$ cat src/rtl/uart_vote_rx.sv
module uart_vote_rx #(
  parameter int OVS   = 16,
  parameter int DBITS = 8
) (
  input  logic             clk,
  input  logic             rst_n,
  input  logic             tick,
  input  logic             rx_line,
  output logic [DBITS-1:0] data_o,
  output logic             valid_o,
  output logic             noise_err_o,
  output logic             frame_err_o
);
  localparam int CW   = $clog2(OVS);
  localparam int BW   = (DBITS > 1) ? $clog2(DBITS) : 1;
  localparam int S_HI = OVS / 2 + 1;
  localparam logic [CW-1:0] S_LO_C = CW'(OVS / 2 - 1);
  localparam logic [CW-1:0] S_HI_C = CW'(S_HI);
  localparam logic [CW-1:0] S_END  = CW'(OVS - 1);
  localparam logic [BW-1:0] B_LAST = BW'(DBITS - 1);

  typedef enum logic [1:0] {IDLE, START, DATA, STOP} st_t;

  st_t              st;
  logic             rx_meta, rx_sync, rx_prev;
  logic [CW-1:0]    scnt;
  logic [BW-1:0]    bcnt;
  logic [1:0]       vote;
  logic [DBITS-1:0] shreg;
  logic             noise;

  wire       fall     = rx_prev & ~rx_sync;
  wire       busy     = (st != IDLE);
  wire       at_vote  = busy && tick && scnt >= S_LO_C && scnt < S_HI_C;
  wire       at_eval  = busy && tick && scnt == S_HI_C;
  wire       cell_end = busy && tick && scnt == S_END;
  wire [2:0] trio     = {vote, rx_sync};
  wire       agree    = (&trio) | ~(|trio);
  wire       bit_val  = vote[0];

  always_ff @(posedge clk or negedge rst_n) begin
    if (!rst_n) begin
      rx_meta <= 1'b1;
      rx_sync <= 1'b1;
      rx_prev <= 1'b1;
    end else begin
      rx_meta <= rx_line;
      rx_sync <= rx_meta;
      rx_prev <= rx_sync;
    end
  end

  always_ff @(posedge clk or negedge rst_n) begin
    if (!rst_n) begin
      st          <= IDLE;
      scnt        <= '0;
      bcnt        <= '0;
      vote        <= '0;
      shreg       <= '0;
      noise       <= 1'b0;
      data_o      <= '0;
      valid_o     <= 1'b0;
      noise_err_o <= 1'b0;
      frame_err_o <= 1'b0;
    end else begin
      valid_o <= 1'b0;
      if (st == IDLE) begin
        if (fall) begin
          st    <= START;
          scnt  <= '0;
          bcnt  <= '0;
          noise <= 1'b0;
        end
      end else if (tick) begin
        scnt <= cell_end ? '0 : scnt + 1'b1;
      end

      if (at_vote) vote <= {vote[0], rx_sync};

      if (at_eval) begin
        case (st)
          START: begin
            if (&trio) st <= IDLE;
            else       noise <= noise | ~agree;
          end
          DATA: begin
            shreg <= {bit_val, shreg[DBITS-1:1]};
            noise <= noise | ~agree;
          end
          STOP: begin
            data_o      <= shreg;
            noise_err_o <= noise | ~agree;
            frame_err_o <= ~bit_val;
            valid_o     <= 1'b1;
            st          <= IDLE;
          end
          default: ;
        endcase
      end

      if (cell_end) begin
        case (st)
          START: st <= DATA;
          DATA: begin
            if (bcnt == B_LAST) st <= STOP;
            else                bcnt <= bcnt + 1'b1;
          end
          default: ;
        endcase
      end
    end
  end
endmodule

$ cat config.mk
export PLATFORM = sky130hd
export DESIGN_NAME = uart_vote_rx
export DESIGN_NICKNAME = d
export VERILOG_FILES = /design/src/rtl/uart_vote_rx.sv
export SDC_FILE = /design/constraint.sdc
export NUM_CORES = 1
export LEC_CHECK = 0
export BUFFER_PORTS_ARGS = -buffer_cell sky130_fd_sc_hd__clkbuf_2
export CAP_MARGIN = 5
export CELL_PAD_IN_SITES_DETAIL_PLACEMENT = 0
export CELL_PAD_IN_SITES_GLOBAL_PLACEMENT = 1
export CORE_MARGIN = 1.5
export CORE_UTILIZATION = 44
export DETAILED_ROUTE_END_ITERATION = 6
export PLACE_DENSITY_LB_ADDON = 0.1
export SLEW_MARGIN = 10
export SYNTH_ARGS = -nofsm -noshare
export SYNTH_HDL_FRONTEND = slang
export SYNTH_SLANG_ARGS = --single-unit
$ cat constraint.sdc
create_clock -name clk -period 4.9 [get_ports clk]
set_input_delay 0 -clock clk [delete_from_list [all_inputs] [get_ports clk]]
set_output_delay 0 -clock clk [all_outputs]
set_load 0.005 [all_outputs]
# After elaboration in Yosys (flattened, before gate mapping)
# Cells that the tools add are included.
# word_totals
register_bits,34
in_bits,4
out_inout_bits,11
word_cells,68
# op_classes
add_sub_neg,2
n_lt_le_gt_ge,2
eq_ne,7
muxes,24
bitwise_logic,7
n_reduce_logical,13
# op_table
op,n
two-way mux 4 bit,4
two-way mux 3 bit,5
two-way mux 2 bit,6
== test 4 bit (second input constant),2
case mux 2 bit (2 select lines),2
two-way mux 1 bit,6
AND reduction 2 bit,3
logical AND 1 bit,5
adder 4 x 1 -> 4 bit (second input constant),1
== test 2 bit (second input constant),2
greater-or-equal comparator 4 x 3 -> 1 bit (second input constant),1
< comparator 4 bit (second input constant),1
NOT 1 bit,4
nonzero test 2 bit,2
adder 3 x 1 -> 3 bit (second input constant),1
== test 3 bit (second input constant),1
AND reduction 3 bit,1
OR reduction 3 bit,1
== test 2 x 1 -> 1 bit (second input constant),1
zero test 2 bit,1
inequality test 2 bit (second input constant),1
bitwise OR 1 bit,2
case mux 1 bit (2 select lines),1
bitwise AND 1 bit,1

# Logic depth before layout (Yosys ltp)
# depth
ltp_word,10
ltp_mapped,8
depth_no_buf,6

# Worst setup path after synthesis
# OpenSTA, ideal clock, no wires.
# synth_path
path_type,register to register
start,register st[0]
end,register shreg[0]
setup_ns,0.128
arrival_time_ns,1.541
required_time_ns,4.772
slack_ns,3.231
path_stages_with_launch,8
synth_period_minus_slack_ns,1.669
cell_sequence,dfrtp_1 > inv_1 > ha_1 > nor2b_1 > buf_6 > and3_4 > nand2_2 > mux2_1
# synth_between
elab_chain_len,4
word_cells_on_any_way,5
cone_classes,eq/ne: 1; reduce/logical: 4
# synth_rtl
item,line,source
from (decl),24,st_t st;
from (signal assigned),55,st <= IDLE;
from (signal assigned),69,st <= START;
from (signal assigned),83,if (&trio) st <= IDLE;
nonzero test 2 bit,33,wire busy = (st != IDLE);
logical AND 1 bit (2 in series),35,wire at_eval = busy && tick && scnt == S_HI_C;
AND reduction 2 bit (no source line) *,-,
to (signal assigned),87,"shreg <= {bit_val, shreg[DBITS-1:1]};"
to (decl),29,logic [DBITS-1:0] shreg;
# Every way passes the cells marked *; elsewhere a longest branch is shown, timed or not.
# A chain may end at the register's enable or synchronous reset.

# Worst setup path in the final report
# layout_path
start,register st[0]
end,register data_o[2]
# layout_between
elab_chain_len,4
word_cells_on_any_way,5
cone_classes,eq/ne: 1; reduce/logical: 4
# layout_rtl
item,line,source
nonzero test 2 bit,33,
logical AND 1 bit (2 in series),35,
AND reduction 2 bit (no source line) *,-,
to (signal assigned),91,data_o <= shreg;
to (decl),9,"output logic [DBITS-1:0] data_o,"
# Marks and branches as above.

==> metrics.txt <==
# TYPE chip_impl_metric gauge
chip_impl_info{name="outcome",value="finished clean"} 1
chip_impl_metric{name="synth.yosys.warnings",unit=""} 0
chip_impl_info{name="synth.top_cells.by_area",value="sky130_fd_sc_hd__dfrtp_1, sky130_fd_sc_hd__mux2_2, sky130_fd_sc_hd__ha_1"} 1
chip_impl_info{name="worstSetupEndpointType",value="register"} 1
chip_impl_metric{name="routability_driven_placement_congestion_ratio",unit=""} 0.748
chip_impl_metric{name="pin_count_of_the_biggest_net_entering_global_routing",unit=""} 35
chip_impl_metric{name="synth-async-reset-ratio",unit=""} 1.00
chip_impl_metric{name="synth_cell_type_count",unit=""} 29
chip_impl_metric{name="worstPathArrival",unit="ns"} 2.58
chip_impl_info{name="worst_hold_path_type",value="in -> reg"} 1
chip_impl_metric{name="postRouteWirelength",unit="microns"} 2760
chip_impl_metric{name="drtPass1Iterations",unit=""} 4
chip_impl_info{name="synth_top_area_cell",value="sky130_fd_sc_hd__dfrtp_1"} 1
chip_impl_metric{name="die-area",unit="sq um"} 3870
chip_impl_metric{name="synthesized_nets",unit=""} 137
chip_impl_metric{name="numPortBuffers",unit=""} 14
chip_impl_info{name="tritoncts",value="done"} 1
chip_impl_info{name="post-synth-top-count-cell",value="sky130_fd_sc_hd__dfrtp_1"} 1
chip_impl_metric{name="cts.path.max_buffers",unit=""} 2
chip_impl_metric{name="total_number_of_nets_in_the_final_design",unit=""} 158
chip_impl_metric{name="maxCapViolCount",unit=""} 0
chip_impl_metric{name="period_minus_slack",unit="ns"} 2.35
chip_impl_metric{name="seq_area_frac_synth",unit=""} 0.554
chip_impl_metric{name="gr-total-overflow",unit=""} 0
chip_impl_metric{name="cts.clk_slew.worst_paths",unit="ns"} 0.11
chip_impl_metric{name="hold_ws",unit="ns"} 0.0717
chip_impl_metric{name="max_slew.worst_pin.slew",unit="ns"} 0.824
chip_impl_metric{name="slew_headroom",unit=""} 0.450
chip_impl_metric{name="synth_area_per_cell",unit="sq um"} 12.4
chip_impl_metric{name="antenna_found_initial",unit=""} 0
chip_impl_metric{name="htree_levels",unit=""} 2
chip_impl_metric{name="cts_made_buffers",unit=""} 5
chip_impl_info{name="grt_setup_unrepaired",value="false"} 1
chip_impl_metric{name="num_io_pins",unit=""} 15
chip_impl_info{name="rr_startpoint",value="st[0]"} 1
chip_impl_metric{name="final-max-slew-violation-count",unit=""} 0
chip_impl_metric{name="drt-vias-per-instance",unit=""} 5.06
chip_impl_metric{name="area_delta_synth_final",unit="%"} 12.7
chip_impl_metric{name="pwr_density_cell",unit="nW/um^2"} 324
chip_impl_metric{name="grt_first_pass_wirelength",unit="microns"} 4770
chip_impl_metric{name="dp.final_hpwl",unit="microns"} 1900
chip_impl_metric{name="final_min_period_over_clock_period",unit=""} 0.479
chip_impl_metric{name="power",unit="mW"} 0.562
chip_impl_info{name="startpoint",value="st[0]"} 1
chip_impl_metric{name="1st_iter_drt_viols",unit=""} 72
chip_impl_metric{name="postSynthCellCount",unit=""} 124
chip_impl_metric{name="instances_no_fill",unit=""} 192
chip_impl_metric{name="core.rowCount",unit=""} 21
chip_impl_metric{name="synth_edf_count",unit=""} 0
chip_impl_metric{name="netlist_area",unit="sq um"} 1540
chip_impl_metric{name="number_of_global_route_vias_before_repair",unit=""} 1005
chip_impl_metric{name="required",unit="ns"} 5.13
chip_impl_metric{name="hold_violations",unit=""} 0
chip_impl_metric{name="start_util",unit=""} 0.462
chip_impl_metric{name="drt_drc_violations_left",unit=""} 0
chip_impl_metric{name="clock.fmax",unit="MHz"} 426
chip_impl_metric{name="totalNegativeSetupSlack",unit="ns"} 0
chip_impl_metric{name="skew",unit="ns"} 0.0117
chip_impl_metric{name="detail_route.wl_per_cell",unit="microns"} 14.4
chip_impl_metric{name="post_route_ant_nets",unit=""} 0
chip_impl_info{name="worst_path_class_setup",value="reg -> reg"} 1
chip_impl_metric{name="layout.cell_area.non_filler",unit="sq um"} 1740
chip_impl_info{name="ctsRootBufferMaster",value="sky130_fd_sc_hd__clkbuf_4"} 1
chip_impl_metric{name="dp_cells",unit=""} 182
chip_impl_metric{name="setup_viol",unit=""} 0
chip_impl_metric{name="insertion_delay",unit="ns"} 0.34
chip_impl_metric{name="antenna_cells",unit=""} 0
chip_impl_metric{name="cts_post_setup_buffers_inserted",unit=""} 0
chip_impl_info{name="hp-start",value="tick"} 1
chip_impl_metric{name="power.static_leakage",unit="nW"} 0.901
chip_impl_metric{name="placedInstanceArea",unit="sq um"} 1650
chip_impl_metric{name="global_route.usage.total",unit=""} 0.160
chip_impl_metric{name="clkSinkCount",unit=""} 34
chip_impl_info{name="synth_top_flop_cell",value="sky130_fd_sc_hd__dfrtp_1"} 1
chip_impl_metric{name="yosys_register_bits",unit=""} 34
chip_impl_metric{name="vias",unit=""} 971
chip_impl_metric{name="synth_largest_type_area_fraction",unit=""} 0.503
chip_impl_metric{name="core_area",unit="sq um"} 3340
chip_impl_metric{name="final.fill_count",unit=""} 316
chip_impl_metric{name="chipHeight",unit="microns"} 62.2
chip_impl_metric{name="vdd_drop_max",unit="mV"} 0.186
chip_impl_metric{name="proportion_of_layout_cells_with_a_drive_suffix_above_1",unit=""} 0.308
chip_impl_info{name="synth.top_cells.by_count",value="sky130_fd_sc_hd__dfrtp_1, sky130_fd_sc_hd__mux2_2, sky130_fd_sc_hd__o21ai_0"} 1
chip_impl_metric{name="die_w",unit="microns"} 62.2
chip_impl_metric{name="max_fanout_on_critical_path",unit=""} 12
chip_impl_info{name="worst_setup_path_start_kind",value="register"} 1
## critical path, stage by stage (launching register included)
cell and delay [ns]:
sky130_fd_sc_hd__dfrtp_1 0.41, sky130_fd_sc_hd__inv_1 0.08, sky130_fd_sc_hd__ha_1 0.23, sky130_fd_sc_hd__nor2b_1 0.46
sky130_fd_sc_hd__nand4_1 0.59, sky130_fd_sc_hd__mux2_2 0.47
## stage by stage
step	setup slack, ns	utilization
final	2.55	0.521
after global placement	2.60	0.496
after CTS	2.49	0.521
after floorplan	3.23	-
after detailed placement	2.51	0.496
after global routing	2.29	0.521
## final timing paths
check | to | slack [ns] | depth (start not counted)
max in group asynchronous | bcnt[2] | 4.11 | 2
worst min-delay path | scnt[0] | 0.07 | 3
min in group asynchronous | scnt[0] | 0.27 | 2
worst max register to register | data_o[2] | 2.55 | 5
worst min register to register | rx_sync | 0.36 | 0
worst max-delay path | data_o[2] | 2.55 | 5
## area by class of cell
type                            instances  area [sq um]  area share
Clock buffer                            6          51.3      0.0295
Clock inverter                          2          12.5     0.00720
Inverter                                7          26.3      0.0151
Multi-Input combinational cell         81           646       0.371
Sequential cell                        34           855       0.492
Tap cell                               46          57.6      0.0331
Timing Repair Buffer                   16          90.1      0.0518
## registers in the layout (all words and copies together), names as in the netlist
signal / count
data_o: 8
valid_o: 1
rx_sync: 1
rx_prev: 1
bcnt: 3
frame_err_o: 1
noise: 1
noise_err_o: 1
st: 2
vote: 2
scnt: 4
rx_meta: 1
shreg: 8
## cells in the final DEF, fill, tap and decap left out
master                           n
sky130_fd_sc_hd__nand3_1         4
sky130_fd_sc_hd__a211oi_1        3
sky130_fd_sc_hd__mux2_2         17
sky130_fd_sc_hd__nand4b_1        1
sky130_fd_sc_hd__dlygate4sd3_1   2
sky130_fd_sc_hd__inv_1           7
sky130_fd_sc_hd__or4_1           1
sky130_fd_sc_hd__mux2_1          3
sky130_fd_sc_hd__and2_1          1
sky130_fd_sc_hd__nor3_1          1
sky130_fd_sc_hd__and3_1          3
sky130_fd_sc_hd__nor2_1          3
sky130_fd_sc_hd__clkinvlp_4      1
sky130_fd_sc_hd__ha_1            9
sky130_fd_sc_hd__nor2b_1         3
sky130_fd_sc_hd__clkinv_2        1
sky130_fd_sc_hd__o31ai_1         2
sky130_fd_sc_hd__and3b_1         1
sky130_fd_sc_hd__o21ai_0        11
sky130_fd_sc_hd__clkbuf_2       14
sky130_fd_sc_hd__o21bai_1        1
sky130_fd_sc_hd__nand2_1         8
sky130_fd_sc_hd__clkbuf_8        1
sky130_fd_sc_hd__dfrtp_1        31
sky130_fd_sc_hd__nand2_2         1
sky130_fd_sc_hd__and3_4          2
sky130_fd_sc_hd__nand4_1         1
sky130_fd_sc_hd__a21oi_1         1
sky130_fd_sc_hd__mux2i_1         1
sky130_fd_sc_hd__clkbuf_4        5
sky130_fd_sc_hd__nand3b_1        2
sky130_fd_sc_hd__dfstp_2         3
sky130_fd_sc_hd__or2b_1          1
## kinds of logic after synthesis
family / after synthesis / share of synthesized area
and+or+nand+nor: 33 / 0.125
AOI/OAI and AO/OA: 18 / 0.0681
DFF: 34 / 0.554
muxes: 21 / 0.152
adders and majority gates: 9 / 0.0730
buffers and inverters: 9 / 0.0276
## power by group
part | internal [mW] | total (mW) | switching, mW
combinational | 0.0302 | 0.0626 | 0.0325
clock | 0.0689 | 0.166 | 0.0974
sequential | 0.307 | 0.334 | 0.0269
## repair_timing
| action | CTS | global route |
|---|---|---|
| hold buffers | 2 | 0 |
| endpoints found under the hold margin | 32 | 0 |
| resized for setup | 0 | 0 |
## per-layer routing
layer	GRT usage	wire, microns	vias to the layer above
met1	0.216	1350	474
li1	-	-	479
met3	0.0507	94	4
met4	0.0583	33	0
met5	0	0	-
met2	0.243	1280	14
No activity file was read; power rests on OpenSTA's default activity.
